[src/rtl/pbs_pkg.sv]
package pbs_pkg;

    typedef enum logic [4:0] {
        ST_IDLE,
        ST_CTL_ASSERT,
        ST_PWR_ON,
        ST_PERST_WAIT,
        ST_SLOT_REL,
        ST_AUX_ON,
        ST_HOLD_SET,
        ST_PWRUP_REL,
        ST_SEL_SET,
        ST_SEL_WAIT,
        ST_WRITE,
        ST_WR_GAP,
        ST_AUX_OFF,
        ST_HOLD_CLR,
        ST_AUX_REON,
        ST_DEVTYPE,
        ST_LINK_EN,
        ST_LINK_UP
    } seq_state_e;

    typedef struct packed {
        logic slot_rst_n;
        logic ctl_rst_n;
        logic pwr_en;
        logic aux_en;
        logic phy_hold;
        logic pwrup_rst_n;
        logic wr_req;
        logic link_en;
        logic busy;
        logic err;
    } seq_ctrl_t;

    localparam seq_ctrl_t CTRL_RESET = '{default: 1'b0};

    // Lane word: CDR tracking, LOS threshold, termination, AC coupling, PHY enable
    localparam logic [15:0] LANE_INIT_WORD = (16'h1 << 0) | (16'h1 << 5) |
                                             (16'h1 << 9) | (16'h1 << 10) |
                                             (16'h1 << 11);
    localparam logic [15:0] LANE_REG_BASE  = 16'h1008;
    localparam logic [15:0] LANE_REG_STEP  = 16'h0100;
    localparam int unsigned DEV_TYPE_RC    = 4;

    function automatic int unsigned idx_w(input int unsigned n);
        return (n > 1) ? $clog2(n) : 1;
    endfunction

    function automatic logic [15:0] lane_reg_addr(input logic [7:0] lane);
        return LANE_REG_BASE + LANE_REG_STEP * {8'd0, lane};
    endfunction

endpackage

[src/rtl/pbs_evt_count.sv]
module pbs_evt_count #(
    parameter int unsigned LIMIT = 4
) (
    input  logic clk,
    input  logic rst,
    input  logic clr,
    input  logic inc,
    output logic done_o
);
    localparam int unsigned CW = (LIMIT < 1) ? 1 : $clog2(LIMIT + 1);

    logic [CW-1:0] cnt_q;

    assign done_o = (cnt_q == CW'(LIMIT));

    always_ff @(posedge clk) begin
        if (rst || clr) begin
            cnt_q <= '0;
        end else if (inc && !done_o) begin
            cnt_q <= cnt_q + 1'b1;
        end
    end
endmodule

[src/rtl/pbs_lane_walker.sv]
module pbs_lane_walker
    import pbs_pkg::*;
#(
    parameter  int unsigned NUM_PHY = 2,
    parameter  int unsigned LANES   = 4,
    localparam int unsigned PHY_W   = idx_w(NUM_PHY),
    localparam int unsigned LANE_W  = idx_w(LANES)
) (
    input  logic              clk,
    input  logic              rst,
    input  logic              clr,
    input  logic              step,
    output logic [PHY_W-1:0]  phy_o,
    output logic [LANE_W-1:0] lane_o,
    output logic              last_o
);
    logic lane_wrap;

    assign lane_wrap = (lane_o == LANE_W'(LANES - 1));
    assign last_o    = lane_wrap && (phy_o == PHY_W'(NUM_PHY - 1));

    always_ff @(posedge clk) begin
        if (rst || clr) begin
            phy_o  <= '0;
            lane_o <= '0;
        end else if (step && !last_o) begin
            if (lane_wrap) begin
                lane_o <= '0;
                phy_o  <= phy_o + 1'b1;
            end else begin
                lane_o <= lane_o + 1'b1;
            end
        end
    end
endmodule

[src/rtl/pcie_bringup_seq.sv]
module pcie_bringup_seq
    import pbs_pkg::*;
#(
    parameter  int unsigned NUM_PHY       = 2,
    parameter  int unsigned LANES_PER_PHY = 4,
    parameter  int unsigned PERST_MS      = 100,
    parameter  int unsigned SEL_WAIT_CYC  = 10,
    parameter  int unsigned ADDR_W        = 16,
    parameter  int unsigned DATA_W        = 16,
    parameter  int unsigned DEVT_W        = 4,
    localparam int unsigned PHY_W         = idx_w(NUM_PHY),
    localparam int unsigned LANE_W        = idx_w(LANES_PER_PHY)
) (
    input  logic              clk,
    input  logic              rst,
    input  logic              start_i,
    input  logic              shutdown_i,
    input  logic              ms_tick_i,
    input  logic              wr_done_i,
    input  logic              wr_err_i,
    output logic              slot_rst_n_o,
    output logic              ctl_rst_n_o,
    output logic              slot_pwr_en_o,
    output logic              aux_clk_en_o,
    output logic              phy_hold_o,
    output logic              pwrup_rst_n_o,
    output logic [NUM_PHY-1:0] cfg_sel_o,
    output logic              wr_req_o,
    output logic [PHY_W-1:0]  wr_phy_o,
    output logic [ADDR_W-1:0] wr_addr_o,
    output logic [DATA_W-1:0] wr_data_o,
    output logic [DEVT_W-1:0] dev_type_o,
    output logic              link_train_en_o,
    output logic              busy_o,
    output logic              err_o
);
    // One extra tick covers the unknown phase of the first tick
    localparam int unsigned PERST_TICKS = PERST_MS + 1;

    seq_state_e         state_q;
    seq_ctrl_t          ctl_q;
    logic [NUM_PHY-1:0] sel_q;
    logic [DEVT_W-1:0]  devt_q;

    logic perst_clr, perst_inc, perst_done;
    logic settle_clr, settle_inc, settle_done;
    logic walk_clr, walk_step, walk_last;
    logic [LANE_W-1:0] lane_idx;
    logic start_ok;

    assign perst_clr  = (state_q == ST_PWR_ON);
    assign perst_inc  = (state_q == ST_PERST_WAIT) && ms_tick_i;
    assign settle_clr = (state_q == ST_SEL_SET);
    assign settle_inc = (state_q == ST_SEL_WAIT);
    assign walk_clr   = (state_q == ST_SEL_SET);
    assign walk_step  = (state_q == ST_WRITE) && wr_done_i && !shutdown_i;
    assign start_ok   = start_i && ((state_q == ST_IDLE) || (state_q == ST_LINK_UP));

    pbs_evt_count #(.LIMIT(PERST_TICKS)) u_perst_cnt (
        .clk    (clk),
        .rst    (rst),
        .clr    (perst_clr),
        .inc    (perst_inc),
        .done_o (perst_done)
    );

    pbs_evt_count #(.LIMIT(SEL_WAIT_CYC)) u_settle_cnt (
        .clk    (clk),
        .rst    (rst),
        .clr    (settle_clr),
        .inc    (settle_inc),
        .done_o (settle_done)
    );

    pbs_lane_walker #(.NUM_PHY(NUM_PHY), .LANES(LANES_PER_PHY)) u_walker (
        .clk    (clk),
        .rst    (rst),
        .clr    (walk_clr),
        .step   (walk_step),
        .phy_o  (wr_phy_o),
        .lane_o (lane_idx),
        .last_o (walk_last)
    );

    always_ff @(posedge clk) begin
        if (rst) begin
            state_q <= ST_IDLE;
            ctl_q   <= CTRL_RESET;
            sel_q   <= '0;
            devt_q  <= '0;
        end else if (shutdown_i) begin
            ctl_q.slot_rst_n <= 1'b0;
            ctl_q.ctl_rst_n  <= 1'b0;
            ctl_q.link_en    <= 1'b0;
            ctl_q.wr_req     <= 1'b0;
            ctl_q.busy       <= 1'b0;
            state_q          <= ST_IDLE;
        end else begin
            unique case (state_q)
                ST_IDLE, ST_LINK_UP: begin
                    if (start_ok) begin
                        ctl_q.slot_rst_n  <= 1'b0;
                        ctl_q.busy        <= 1'b1;
                        ctl_q.aux_en      <= 1'b0;
                        ctl_q.phy_hold    <= 1'b0;
                        ctl_q.pwrup_rst_n <= 1'b0;
                        ctl_q.wr_req      <= 1'b0;
                        ctl_q.link_en     <= 1'b0;
                        sel_q             <= '0;
                        devt_q            <= '0;
                        state_q           <= ST_CTL_ASSERT;
                    end
                end
                ST_CTL_ASSERT: begin
                    ctl_q.ctl_rst_n <= 1'b0;
                    state_q         <= ST_PWR_ON;
                end
                ST_PWR_ON: begin
                    ctl_q.pwr_en <= 1'b1;
                    state_q      <= ST_PERST_WAIT;
                end
                ST_PERST_WAIT: begin
                    if (perst_done) begin
                        ctl_q.ctl_rst_n <= 1'b1;
                        state_q         <= ST_SLOT_REL;
                    end
                end
                ST_SLOT_REL: begin
                    ctl_q.slot_rst_n <= 1'b1;
                    state_q          <= ST_AUX_ON;
                end
                ST_AUX_ON: begin
                    ctl_q.aux_en <= 1'b1;
                    state_q      <= ST_HOLD_SET;
                end
                ST_HOLD_SET: begin
                    ctl_q.phy_hold <= 1'b1;
                    state_q        <= ST_PWRUP_REL;
                end
                ST_PWRUP_REL: begin
                    ctl_q.pwrup_rst_n <= 1'b1;
                    state_q           <= ST_SEL_SET;
                end
                ST_SEL_SET: begin
                    sel_q   <= '1;
                    state_q <= ST_SEL_WAIT;
                end
                ST_SEL_WAIT: begin
                    if (settle_done) begin
                        ctl_q.wr_req <= 1'b1;
                        state_q      <= ST_WRITE;
                    end
                end
                ST_WRITE: begin
                    if (wr_done_i) begin
                        ctl_q.wr_req <= 1'b0;
                        ctl_q.err    <= ctl_q.err | wr_err_i;
                        state_q      <= walk_last ? ST_AUX_OFF : ST_WR_GAP;
                    end
                end
                ST_WR_GAP: begin
                    ctl_q.wr_req <= 1'b1;
                    state_q      <= ST_WRITE;
                end
                ST_AUX_OFF: begin
                    ctl_q.aux_en <= 1'b0;
                    state_q      <= ST_HOLD_CLR;
                end
                ST_HOLD_CLR: begin
                    ctl_q.phy_hold <= 1'b0;
                    state_q        <= ST_AUX_REON;
                end
                ST_AUX_REON: begin
                    ctl_q.aux_en <= 1'b1;
                    state_q      <= ST_DEVTYPE;
                end
                ST_DEVTYPE: begin
                    devt_q  <= DEVT_W'(DEV_TYPE_RC);
                    state_q <= ST_LINK_EN;
                end
                ST_LINK_EN: begin
                    ctl_q.link_en <= 1'b1;
                    ctl_q.busy    <= 1'b0;
                    state_q       <= ST_LINK_UP;
                end
                default: state_q <= ST_IDLE;
            endcase
        end
    end

    assign slot_rst_n_o    = ctl_q.slot_rst_n;
    assign ctl_rst_n_o     = ctl_q.ctl_rst_n;
    assign slot_pwr_en_o   = ctl_q.pwr_en;
    assign aux_clk_en_o    = ctl_q.aux_en;
    assign phy_hold_o      = ctl_q.phy_hold;
    assign pwrup_rst_n_o   = ctl_q.pwrup_rst_n;
    assign cfg_sel_o       = sel_q;
    assign wr_req_o        = ctl_q.wr_req;
    assign wr_addr_o       = ADDR_W'(lane_reg_addr(8'(lane_idx)));
    assign wr_data_o       = DATA_W'(LANE_INIT_WORD);
    assign dev_type_o      = devt_q;
    assign link_train_en_o = ctl_q.link_en;
    assign busy_o          = ctl_q.busy;
    assign err_o           = ctl_q.err;

endmodule

[config.mk]
export PLATFORM = sky130hd
export DESIGN_NAME = pcie_bringup_seq
export DESIGN_NICKNAME = d
export VERILOG_FILES = /design/src/rtl/pbs_pkg.sv /design/src/rtl/pbs_evt_count.sv /design/src/rtl/pbs_lane_walker.sv /design/src/rtl/pcie_bringup_seq.sv
export SDC_FILE = /design/constraint.sdc
export NUM_CORES = 1
export LEC_CHECK = 0
export ABC_CLOCK_PERIOD_IN_PS = 2300
export BUFFER_PORTS_ARGS = -buffer_cell sky130_fd_sc_hd__buf_4
export CAP_MARGIN = 20
export CELL_PAD_IN_SITES_DETAIL_PLACEMENT = 1
export CELL_PAD_IN_SITES_GLOBAL_PLACEMENT = 1
export CORE_MARGIN = 2
export CORE_UTILIZATION = 25
export DETAILED_ROUTE_END_ITERATION = 16
export GPL_ROUTABILITY_DRIVEN = 0
export HOLD_SLACK_MARGIN = 0.03
export PLACE_DENSITY_LB_ADDON = 0.08
export SLEW_MARGIN = 0
export SYNTH_ARGS = -nofsm -noshare
export SYNTH_HDL_FRONTEND = slang
export SYNTH_SLANG_ARGS = --single-unit
[constraint.sdc]
create_clock -name clk -period 2.3 [get_ports clk]
set_input_delay 0.115 -clock clk [delete_from_list [all_inputs] [get_ports clk]]
set_output_delay 0.115 -clock clk [all_outputs]
set_load 0.005 [all_outputs]
Word level (Yosys, flattened, before mapping)
Index checks and enable logic that the tools add are counted.
{"block": "op_classes", "n_addsub": 5, "n_eq_ne": 24, "mux": 23, "bitwise_logic": 2, "n_reduce_logical": 41}
{"op": "$pmux 5 s17", "count": 1}
{"op": "$eq 5x4->1 const B", "count": 8}
{"op": "$eq 5x3->1 const B", "count": 4}
{"op": "$mux 5", "count": 4}
{"op": "$reduce_and 3->1", "count": 6}
{"op": "$add 13x10->14 const A", "count": 1}
{"op": "$reduce_bool 2->1", "count": 6}
{"op": "$eq 5x2->1 const B", "count": 2}
{"op": "$eq 5x5->1 const B", "count": 2}
{"op": "$reduce_and 2->1", "count": 5}
{"op": "$logic_and 1x1->1", "count": 8}
{"op": "$pmux 2 s2", "count": 2}
{"op": "$pmux 4 s2", "count": 1}
{"op": "$reduce_and 4->1", "count": 2}
{"op": "$add 7x1->7 const B", "count": 1}
{"op": "$eq 7x7->1 const B", "count": 1}
{"op": "$mux 6", "count": 1}
{"op": "$ne 2x2->1 const B", "count": 3}
{"op": "$pmux 1 s2", "count": 3}
{"op": "$pmux 1 s3", "count": 2}
{"op": "$reduce_bool 3->1", "count": 2}
{"op": "$reduce_or 2->1", "count": 3}
{"op": "$eq 5x1->1 const B", "count": 1}
{"op": "$logic_not 5->1", "count": 1}
{"op": "16 further kinds", "count": 25}
{"block": "totals", "reg_bits": 35, "wordCells": 112}

Depth between registers and ports, before layout
Gate-level depths: netlist of run 1.
{"block": "depth", "ltp_word": 5, "ltp_mapped": 7}

Cells and area by module
From an unflattened synthesis of run 1, not the netlist that was laid out.
{"block": "unflattened", "hier_cells": 241, "area_unflattened_um2": 1969.4}
{"mod": "pcie_bringup_seq", "n_inst": 1, "cells_per_inst": 160, "area_each_um2": 1214.9}
{"mod": "pbs_evt_count at u_perst_cnt", "n_inst": 1, "cells_per_inst": 44, "area_each_um2": 390.4}
{"mod": "pbs_evt_count at u_settle_cnt", "n_inst": 1, "cells_per_inst": 23, "area_each_um2": 217.7}
{"mod": "pbs_lane_walker", "n_inst": 1, "cells_per_inst": 14, "area_each_um2": 146.4}

Worst setup path before layout of run 1
Ideal clock, no wire load.
{"block": "synth_timing", "kind": "register to register", "startpoint": "reg u_perst_cnt.cnt_q[1]", "endpoint": "reg u_perst_cnt.cnt_q[5]", "setup_time_ns": 0.123, "arrival_time_ns": 1.650, "required_ns": 2.177, "slack_ns": 0.527, "path_stages_with_launch": 8, "path_buffers": 0, "period_less_slack_ns": 1.773, "cell_sequence": "dfxtp_1 > inv_1 > ha_1 > and4bb_4 > a2111oi_4 > nand4_1 > xor2_1 > nor2_2"}
{"block": "synth_via", "elab_chain_len": 3, "word_cells_on_any_way": 4, "classes_between": "1 x add/sub; 1 x eq/ne; 2 x reduce/logical"}
{"element": "from (decl)", "line": "pbs_evt_count.sv:12", "source": "logic [CW-1:0] cnt_q;"}
{"element": "from (signal assigned)", "line": "pbs_evt_count.sv:20", "source": "cnt_q <= cnt_q + 1'b1;"}
{"element": "branches (longest 3 deep; another with $add 7x1->7)"}
Parallel ways; which one is timed is not known.
A chain may end at the register's enable or synchronous reset.

Final worst setup path of run 1
{"block": "layout_timing", "startpoint": "reg u_perst_cnt.cnt_q[1]", "endpoint": "reg u_perst_cnt.cnt_q[4]"}
Same word-level chain as after synthesis.

==> impl_metrics.py, run 1 <==
metrics = {
    "critical_path": {
        "crit_buf_inv": 1,
        "cp-end-kind": "flip-flop",
        "worstSetupStartpointType": "flip-flop",
        "cp.arrival_ns": 2.13,
        "cp.required_ns": 2.47,
        "reg2regPathDepth": 7,
        "rr_endpoint": "u_perst_cnt.cnt_q[4]",
        "worstSetupPathType": "reg2reg",
        "path_depth": 7,
        "reg2reg_slack_ns": 0.34,
        "critPathMaxFanout": 8,
        "cp_top_family": "compound AO/OA/AOI/OAI gates",
        "max_stage_delay_ns": 0.58,
        "r2r-start": "u_perst_cnt.cnt_q[1]",
        "crit_path_top_delay_cell": "a2111oi_4",
        "crit_chain": "inv_1 -> ha_1 -> and4bb_4 -> a2111oi_4 -> nand4_1 -> xor2_1 -> nor2_2",
    },
    "hold_path": {
        "holdPathEnd": "err_o",
        "hold_start": "wr_err_i",
        "hold_class": "in2reg",
        "holdPathStages": 3,
    },
    "placement": {
        "dp.cells": 342,
        "place_ws_ns": 0.3339,
        "dp_hpwl_mm": 3.495,
        "io_buffers": 22,
    },
    "routing": {
        "routedWlPerCell_microns": 13.44,
        "drcViolationCount": 0,
        "dr.pass1.iters": 4,
        "vias_per_cell": 4.326,
        "via_count": 1514,
        "wl_mm": 4.705,
        "drt_iter0_drc": 48,
        "drtAntennaViolNets": 0,
    },
    "pwr": {
        "vdd_ir_drop_max_uv": 147.2,
        "internal_power_uw": 843.5,
        "power_mw": 1.128,
        "swShare_pct": 25.25,
        "power.density_nw_per_um2": 515.1,
        "p_comb_share_pct": 8.4,
        "clock_power_share_pct": 43.3,
        "seqPwrFrac_pct": 48.3,
        "leakage_nw": 0.8951,
        "p_switching_uw": 284.9,
    },
    "cells_and_area": {
        "fillers": 931,
        "nNetsFinal": 259,
        "drive_gt1_share_pct": 20.16,
        "antennaDiodeCount": 0,
        "layout_common_cells": "33 x conb_1, 31 x dfxtp_1, 29 x buf_4",
        "synthToLayoutAreaGrowth_pct": 13.48,
        "fin_cells": 350,
        "layout_commonest_cell": "conb_1",
    },
    "clock_network": {
        "clock_path_buffers": 2,
        "cts_tree": "yes",
        "cts.clk_slew.worst_paths_ns": 0.07,
        "cts_hold_buf": 0,
        "cts.sinks": 31,
        "ctsResizeCount": 0,
        "h-tree-depth": 2,
        "cts_setup_buffers": 0,
        "clk_latency_ns": 0.29,
        "numCtsBuffers": 5,
        "clockRootBuffer": "clkbuf_8",
    },
    "synthesis": {
        "seq_area_frac_synth_pct": 32.15,
        "synthTopCellsByArea": "dfxtp_1 32%, buf_4 14%, nor2_1 5.2%",
        "synth_area_sq_um": 1931,
        "synth_area_per_cell_sq_um": 8.619,
        "synth_edf_count": 0,
        "ys_ff_latch": 31,
        "ys_types": 53,
        "synth_cells": 224,
        "ys_warn_count": 0,
        "yosysTopAreaCell": "dfxtp_1",
        "synth_top_area_share_pct": 32.15,
        "synthFlopType": "dfxtp_1",
        "ys_async_sr_fraction_pct": 0,
    },
    "sta": {
        "slew_headroom_pct": 64.00,
        "setup_violations": 0,
        "tns_ns": 0,
        "fmax_mhz": 509.4,
        "whs_ns": 0.05784,
        "fin_ws_ns": 0.3370,
        "finalCritPeriodShare_pct": 85.35,
        "final_hold_viol_count": 0,
        "slew_violations": 0,
        "fin_skew_ns": 0.006602,
        "worst_pin_slew_ns": 0.5400,
        "grt_setup_unrepaired": "no",
        "min_period_ns": 1.963,
    },
    "floorplanning": {
        "core_sq_um": 7607,
        "dieHeight_microns": 91.88,
        "die_w_microns": 91.88,
        "dieArea_sq_um": 8441,
        "io_pins": 56,
        "row_count": 32,
        "start_util_pct": 25.38,
    },
    "global_routing": {
        "grt_pass1_wl_mm": 7.762,
        "grt_max_degree": 14,
        "overflow": 0,
        "antenna_found_initial": 0,
        "grt_pass1_vias": 1500,
        "grt.total_usage_pct": 11.57,
    },
    "status": {
        "status": "complete, no violations",
    },
    "flow_run": {
        "drv_cap": 0,
    },
}
==> metal layers <==
| metal | routed length (microns) | track usage, % |
|---|---|---|
| met5 | 0 | 0 |
| met4 | 59 | 3.731 |
| met3 | 183 | 2.794 |
| met2 | 2022 | 17.40 |
| met1 | 2440 | 16.26 |
==> synthesized netlist by cell type, drive strengths merged, types with 2 or more instances <==
cell type and instances:
a211oi 4, a21oi 6, a22oi 4, a31oi 3, and3 2, and3b 2, buf 38, clkbuf 6
conb 2, dfxtp 31, ha 5, inv 4, mux2i 2, nand2 8, nand2b 8, nand3 6
nand3b 3, nand4 5, nand4b 2, nor2 31, nor2b 3, nor3 2, nor3b 2, nor4 3
o21ai 5, o22ai 2, o31ai 2, o32ai 2, or2 2, or3 4, xnor2 4, xor2 8
==> kinds of logic (layout without fill, tap and decap cells) <==
| group | count (synthesis) | after routing | share of synthesized area [%] |
|---|---|---|---|
| multiplexers | 2 | 2 | 1.037 |
| AND/OR/NAND/NOR | 89 | 89 | 27.93 |
| flip-flops | 31 | 31 | 32.15 |
| adder cells (fa/ha/maj) | 5 | 5 | 3.240 |
| buffers and inverters | 48 | 41 | 16.40 |
| XOR/XNOR | 12 | 12 | 5.444 |
| other | 2 | 33 | 0.3890 |
| AO/OA/AOI/OAI | 35 | 35 | 13.42 |
==> sequential cells by signal, summed over array words and instances (netlist names), 2 cells and up <==
name,count
u_walker.lane_o,2
state_q,5
u_perst_cnt.cnt_q,7
u_settle_cnt.cnt_q,4
==> through the flow <==
stage                     utilization [%]  cell area (sq um)
after global placement              27.48               2091
after floorplan                         -               2047
after detailed placement            27.48               2091
after CTS                           28.80               2191
after global routing                28.80               2191
final                               28.80               2191
==> cell type report <==
cell class | instances | area, sq um | share of cell area [%]
multi-input cells | 176 | 1110 | 50.66
inverters | 4 | 15.01 | 0.6853
clock buffers | 8 | 100.1 | 4.569
well taps | 102 | 127.6 | 5.825
repair buffers | 29 | 217.7 | 9.937
flip-flops and latches | 31 | 620.6 | 28.33
==> worst min-delay path: stages <==
cell and delay (ns):
buf_4 0.08, a21oi_1 0.05, nor2_1 0.07
==> power by group through the flow <==
stage	sequential, mW	combinational (mW)	clock [mW]
after floorplan	0.554	0.106	0
after global placement	0.557	0.0967	0
after detailed placement	0.558	0.0948	0
after CTS	0.545	0.0952	0.511
after global routing	0.545	0.107	0.528
final	0.545	0.0952	0.488
==> worst max path at each step <==
stage	from	slack, ns	to
after global placement	u_perst_cnt.cnt_q[1]	0.35	u_perst_cnt.cnt_q[5]
after global routing	u_perst_cnt.cnt_q[1]	0.18	u_perst_cnt.cnt_q[6]
after CTS	u_perst_cnt.cnt_q[1]	0.32	u_perst_cnt.cnt_q[6]
after detailed placement	u_perst_cnt.cnt_q[1]	0.33	u_perst_cnt.cnt_q[6]
after floorplan	u_perst_cnt.cnt_q[1]	0.53	u_perst_cnt.cnt_q[5]
final	u_perst_cnt.cnt_q[1]	0.34	u_perst_cnt.cnt_q[4]
(Power assumes the default switching activity.)
==> run 2, diff against run 1 <==
--- a/config.mk
+++ b/config.mk
@@ -16,6 +16,7 @@
 export GPL_ROUTABILITY_DRIVEN = 0
 export HOLD_SLACK_MARGIN = 0.03
 export PLACE_DENSITY_LB_ADDON = 0.08
+export REMOVE_ABC_BUFFERS = 1
 export SLEW_MARGIN = 0
 export SYNTH_ARGS = -nofsm -noshare
 export SYNTH_HDL_FRONTEND = slang
==> constraint.sdc (replaced) <==
create_clock -name clk -period 2.3 [get_ports clk]
set_input_delay 0.115 -clock clk [delete_from_list [all_inputs] [get_ports clk]]
set_output_delay 0.115 -clock clk [all_outputs]
set_load 0.05 [all_outputs]
==> run 2 against run 1 <==
  * Final area shrank 0.40%
  * Sequential share of layout area grew 0.11 points
  * Largest cell class unchanged
  * Largest power group unchanged
  * Register-to-register slack gained 0.02 ns
  * Clock-buffer cell count shrank 3
  * Combinational power grew 110%
  * Clock skew grew 0.0013 ns
==> impl_metrics.py, run 2 (synthesized netlist as in run 1, its figures left out) <==
metrics = {
    "critical_path": {
        "critPathMaxFanout": 8,
        "crit_chain": "inv_1 -> ha_1 -> and4bb_4 -> a2111oi_4 -> nand4_1 -> xor2_1 -> nor2_2",
        "worstSetupStartpointType": "flip-flop",
        "cp.required_ns": 2.48,
        "cp-end-kind": "flip-flop",
        "worstSetupPathType": "reg2reg",
        "cp.arrival_ns": 2.12,
        "crit_path_top_delay_cell": "a2111oi_4",
        "max_stage_delay_ns": 0.58,
        "reg2reg_slack_ns": 0.36,
    },
    "pwr": {
        "swShare_pct": 33.96,
        "p_switching_uw": 400.0,
        "internal_power_uw": 777.7,
        "power.density_nw_per_um2": 539.7,
        "clock_power_share_pct": 36.6,
        "leakage_nw": 0.8967,
        "p_comb_share_pct": 17.1,
        "seqPwrFrac_pct": 46.3,
        "power_mw": 1.178,
        "vdd_ir_drop_max_uv": 189.6,
    },
    "clock_network": {
        "cts.clk_slew.worst_paths_ns": 0.08,
        "cts_tree": "yes",
        "cts_setup_buffers": 0,
        "clk_latency_ns": 0.29,
        "cts_hold_buf": 0,
        "clock_path_buffers": 2,
        "numCtsBuffers": 5,
        "ctsResizeCount": 0,
        "clockRootBuffer": "clkbuf_8",
        "h-tree-depth": 2,
        "cts.sinks": 31,
    },
    "routing": {
        "drcViolationCount": 0,
        "drt_iter0_drc": 23,
        "wl_mm": 4.629,
        "routedWlPerCell_microns": 13.19,
        "vias_per_cell": 4.356,
        "drtAntennaViolNets": 0,
        "dr.pass1.iters": 4,
        "via_count": 1529,
    },
    "sta": {
        "fin_skew_ns": 0.007890,
        "whs_ns": 0.07132,
        "fmax_mhz": 515.9,
        "slew_headroom_pct": 63.79,
        "grt_setup_unrepaired": "no",
        "tns_ns": 0,
        "fin_ws_ns": 0.3617,
        "min_period_ns": 1.938,
        "worst_pin_slew_ns": 0.5432,
        "slew_violations": 0,
        "setup_violations": 0,
        "finalCritPeriodShare_pct": 84.27,
        "final_hold_viol_count": 0,
    },
    "cells_and_area": {
        "largestRegisters": "u_perst_cnt.cnt_q (7), state_q (5), u_settle_cnt.cnt_q (4)",
        "top_register": "u_perst_cnt.cnt_q",
        "layout_common_cells": "33 x conb_1, 31 x dfxtp_1, 30 x buf_4",
        "antennaDiodeCount": 0,
        "largest_reg_flops": 7,
        "drive_gt1_share_pct": 20.88,
        "nNetsFinal": 260,
        "synthToLayoutAreaGrowth_pct": 13.03,
        "layout_commonest_cell": "conb_1",
    },
    "global_routing": {
        "grt_max_degree": 14,
        "grt_pass1_wl_mm": 7.776,
        "antenna_found_initial": 0,
        "grt_pass1_vias": 1538,
        "overflow": 0,
        "grt.total_usage_pct": 11.77,
    },
    "floorplanning": {
        "die_w_microns": 91.88,
        "dieHeight_microns": 91.88,
        "io_pins": 56,
        "start_util_pct": 25.38,
        "core_sq_um": 7607,
        "dieArea_sq_um": 8441,
        "row_count": 32,
    },
    "hold_path": {
        "hold_class": "in2reg",
    },
    "placement": {
        "io_buffers": 22,
        "place_ws_ns": 0.3466,
        "dp_hpwl_mm": 3.479,
    },
    "flow_run": {
        "drv_cap": 0,
    },
    "status": {
        "status": "complete, no violations",
    },
}
-- run 2: cell types whose count changed in the layout (fill, tap and decap cells not counted), sizes merged --
cell,change
buf,+1
clkinv,+3
clkbuf,-3
-- run 2: area by class of cell --
class	instances	area [sq um]
timing repair buffer	30	225.2
tap	102	127.6
fill	927	5425
inverter	4	15.01
clock inverter	3	15.01
clock buffer	5	68.82
multi-input combinational	176	1110
sequential	31	620.6
-- run 2: path summary, 6_finish.rpt --
kind	to	cells past startpoint	from
max	u_perst_cnt.cnt_q[6]	7	u_perst_cnt.cnt_q[1]
min	err_o	3	wr_err_i
max reg2reg	u_perst_cnt.cnt_q[6]	7	u_perst_cnt.cnt_q[1]
min reg2reg	slot_pwr_en_o	2	slot_pwr_en_o
-- run 2: stage by stage --
stage | instances | utilization, % | area (sq um)
3_5_place_dp | 343 | 27.58 | 2098
4_1_cts | 351 | 28.68 | 2182
5_1_grt | 351 | 28.68 | 2182
2_1_floorplan | 211 | - | 1745
3_3_place_gp | 343 | 27.58 | 2098
6_report | 351 | 28.68 | 2182
-- run 2: per-layer routing --
metal / share of wire [%] / global-route usage [%] / vias up
li1: - / - / 762
met1: 49 / 15.16 / 728
met4: 1.5 / 5.224 / 0
met5: 0 / 0 / -
met2: 45 / 18.69 / 34
met3: 3.9 / 2.794 / 5
-- run 2: power groups by stage --
| stage | combinational [mW] | clock (mW) | sequential, mW |
|---|---|---|---|
| 6_report | 0.201 | 0.431 | 0.545 |
| 5_1_grt | 0.216 | 0.476 | 0.546 |
| 3_5_place_dp | 0.202 | 0 | 0.558 |
| 3_3_place_gp | 0.204 | 0 | 0.558 |
| 2_1_floorplan | 0.159 | 0 | 0.562 |
| 4_1_cts | 0.202 | 0.457 | 0.545 |
-- run 2: worst max-delay path: cells and delay by family, from the launching register on --
| kind | cells | cell delay, ns |
|---|---|---|
| AOI/OAI and AO/OA | 1 | 0.58 |
| xor gates and xnor gates | 1 | 0.19 |
| adders and majority gates | 1 | 0.17 |
| buffers and inverters | 1 | 0.06 |
| DFF | 1 | 0.39 |
| and+or+nand+nor | 3 | 0.44 |
==> run 3, diff against run 2 <==
--- a/config.mk
+++ b/config.mk
@@ -5,7 +5,8 @@
 export SDC_FILE = /design/constraint.sdc
 export NUM_CORES = 1
 export LEC_CHECK = 0
-export ABC_CLOCK_PERIOD_IN_PS = 2300
+export ABC_AREA = 1
+export ABC_CLOCK_PERIOD_IN_PS = 1800
 export BUFFER_PORTS_ARGS = -buffer_cell sky130_fd_sc_hd__buf_4
 export CAP_MARGIN = 20
 export CELL_PAD_IN_SITES_DETAIL_PLACEMENT = 1
==> constraint.sdc (replaced) <==
create_clock -name clk -period 1.8 [get_ports clk]
set_input_delay 0.09 -clock clk [delete_from_list [all_inputs] [get_ports clk]]
set_output_delay 0.09 -clock clk [all_outputs]
set_load 0.05 [all_outputs]
==> run 3 against run 2 <==
  * Synthesized cell count is 24% higher
  * First-iteration DRC count up 74%
  * Critical endpoint is now u_settle_cnt.cnt_q[3]
  * Flip-flop and latch count unchanged
  * Clock skew up 0.00055 ns
  * Critical path type unchanged
  * Clock-buffer cell count grew 1
  * Highest routed layer unchanged
  * Largest power group unchanged
  * Sequential power increased by 27%
  * Fmax rose by 23%
  * Sequential share of layout area is 0.19 points lower
  * Clock power up 18%
==> impl_metrics.py, run 3 <==
metrics = {
    "status": {
        "status": "complete, no violations",
    },
    "sta": {
        "finalCritPeriodShare_pct": 87.83,
        "whs_ns": 0.06352,
        "min_period_ns": 1.581,
        "grt_setup_unrepaired": "no",
        "slew_violations": 0,
        "final_hold_viol_count": 0,
        "fin_skew_ns": 0.008437,
        "fmax_mhz": 632.5,
        "setup_violations": 0,
        "tns_ns": 0,
    },
    "critical_path": {
        "worstSetupStartpointType": "flip-flop",
        "worstSetupPathType": "reg2reg",
        "cp-end-kind": "flip-flop",
        "critPathMaxFanout": 6,
        "cp.arrival_ns": 1.74,
        "startpoint": "state_q[3]",
        "cp.required_ns": 1.96,
        "reg2reg_slack_ns": 0.22,
        "r2r-start": "state_q[3]",
    },
    "placement": {
        "dp_hpwl_mm": 4.050,
        "dp.cells": 399,
        "io_buffers": 22,
    },
    "cells_and_area": {
        "fin_cells": 405,
        "fillers": 1012,
        "largestRegisters": "u_perst_cnt.cnt_q (7), state_q (5), u_settle_cnt.cnt_q (4)",
        "drive_gt1_share_pct": 17.16,
        "multiInputGateArea_sq_um": 1079,
        "synthToLayoutAreaGrowth_pct": 11.79,
        "largest_reg_flops": 7,
        "layout_commonest_cell": "nand2_1",
        "seq_area_sq_um": 623.1,
        "final_core_util_pct": 28.69,
        "antennaDiodeCount": 0,
        "nNetsFinal": 316,
        "top_register": "u_perst_cnt.cnt_q",
        "layout_common_cells": "54 x nand2_1, 33 x conb_1, 29 x dfxtp_1",
    },
    "hold_path": {
        "hold_class": "in2reg",
        "hold_start": "rst",
    },
    "synthesis": {
        "synth_compound_area_share_pct": 10.59,
        "ys_ff_latch": 31,
        "synth_adder_area_share_pct": 3.171,
        "yosysTopAreaCell": "dfxtp_1",
        "synth_cells": 278,
        "synth_area_sq_um": 1973,
        "synth_simple_gate_area_share_pct": 31.96,
        "seq_area_frac_synth_pct": 31.45,
        "ys_warn_count": 0,
        "yosys-top-cells-count": "54 x nand2_1, 35 x buf_4, 31 x dfxtp_1",
        "synth_most_common_cell": "nand2_1",
        "synthMuxAreaShare_pct": 0,
        "ys_types": 34,
        "synth_xor_area_share_pct": 2.663,
        "synth_area_per_cell_sq_um": 7.098,
        "synth_edf_count": 0,
        "ys_async_sr_fraction_pct": 0,
        "synthTopCellsByArea": "dfxtp_1 31%, buf_4 13%, nand2_1 10%",
        "synth_top_family_by_area": "simple AND/OR/NAND/NOR gates",
        "synthFlopType": "dfxtp_1",
        "synth_top_area_share_pct": 31.45,
    },
    "global_routing": {
        "grt_max_degree": 11,
        "overflow": 0,
        "grt_pass1_wl_mm": 8.176,
        "grt_pass1_vias": 1709,
        "antenna_found_initial": 0,
        "grt.total_usage_pct": 12.25,
    },
    "routing": {
        "routedWlPerCell_microns": 12.45,
        "wl_mm": 5.044,
        "drcViolationCount": 0,
        "drt_iter0_drc": 40,
        "vias_per_cell": 4.207,
        "dr.pass1.iters": 4,
        "drtAntennaViolNets": 0,
        "via_count": 1704,
    },
    "floorplanning": {
        "row_count": 32,
        "dieArea_sq_um": 8619,
        "start_util_pct": 25.67,
        "dieHeight_microns": 92.84,
        "die_w_microns": 92.84,
        "core_sq_um": 7687,
        "io_pins": 56,
    },
    "clock_network": {
        "numCtsBuffers": 5,
        "cts_tree": "yes",
        "clockRootBuffer": "clkbuf_8",
        "cts.clk_slew.worst_paths_ns": 0.06,
        "ctsResizeCount": 0,
        "clock_path_buffers": 2,
        "cts_setup_buffers": 0,
        "cts_hold_buf": 0,
        "h-tree-depth": 2,
        "cts.sinks": 31,
        "clk_latency_ns": 0.28,
    },
    "pwr": {
        "vdd_ir_drop_max_uv": 224.9,
        "leakage_nw": 0.9811,
        "power.density_nw_per_um2": 658.5,
    },
    "flow_run": {
        "drv_cap": 0,
    },
}
==> run 3: cell count changes in the layout (fill, tap and decap cells not counted), moves of 4 or more <==
cell	delta
nand2_1	+46
inv_1	+24
nand3_1	+17
a21oi_1	+16
nand2b_1	-7
buf_4	-6
a211oi_1	-4
a22oi_1	-4
inv_2	+4
nor2_1	-4
o21ai_0	+4
or3_1	-4
==> run 3: cells by family (layout without fill, tap and decap cells) <==
kind of cell,count (synthesis),after routing
AND/OR/NAND/NOR,127,127
AO/OA/AOI/OAI,38,38
adder cells (fa/ha/maj),5,5
other,2,33
buffers and inverters,69,63
flip-flops,31,31
XOR/XNOR,6,6
==> run 3: per-stage QoR <==
step	cell area, sq um	setup WS, ns	power, mW
2_1_floorplan	1823	0.3142	0.9165
3_3_place_gp	2131	0.1136	0.9625
3_5_place_dp	2131	0.1785	0.9620
4_1_cts	2203	0.1547	1.486
5_1_grt	2206	0.01225	1.526
6_report	2206	0.2190	1.453
==> run 3: worst paths after layout <==
| kind | endpoint | cells past startpoint |
|---|---|---|
| worst min-delay path | err_o | 2 |
| worst min register to register | err_o | 2 |
| worst max register to register | u_settle_cnt.cnt_q[3] | 7 |
| worst max-delay path | u_settle_cnt.cnt_q[3] | 7 |
==> run 3: final cells by class <==
class / count / area share [%]
Tap cell: 102 / 5.786
Inverter: 33 / 5.615
Clock buffer: 6 / 3.290
Sequential cell: 31 / 28.25
Multi-Input combinational cell: 209 / 48.89
Timing Repair Buffer: 24 / 8.168
==> run 3: where the power goes <==
| part | switching, mW | internal (mW) | total [mW] | leakage [nW] |
|---|---|---|---|---|
| combinational | 0.222 | 0.0316 | 0.253 | 0.693 |
| clock | 0.249 | 0.258 | 0.507 | 0.0371 |
| sequential | 0.00318 | 0.689 | 0.692 | 0.251 |
==> run 3: critical path: stages (launching register included) <==
cell and delay [ns]:
dfxtp_1 0.42, inv_1 0.10, nor2_2 0.33, nand3_1 0.19, inv_1 0.12, nor2_1 0.08, inv_1 0.15, nor2_1 0.06
==> run 3: metal layers <==
| layer | wire length, microns | vias to the layer above | share of wire, % | track usage [%] |
|---|---|---|---|---|
| met1 | 2219 | 798 | 44 | 13.81 |
| met3 | 182 | 4 | 3.6 | 2.848 |
| met5 | 0 | - | 0 | 0 |
| met4 | 53 | 0 | 1.1 | 3.676 |
| li1 | - | 875 | - | - |
| met2 | 2590 | 27 | 51 | 22.71 |
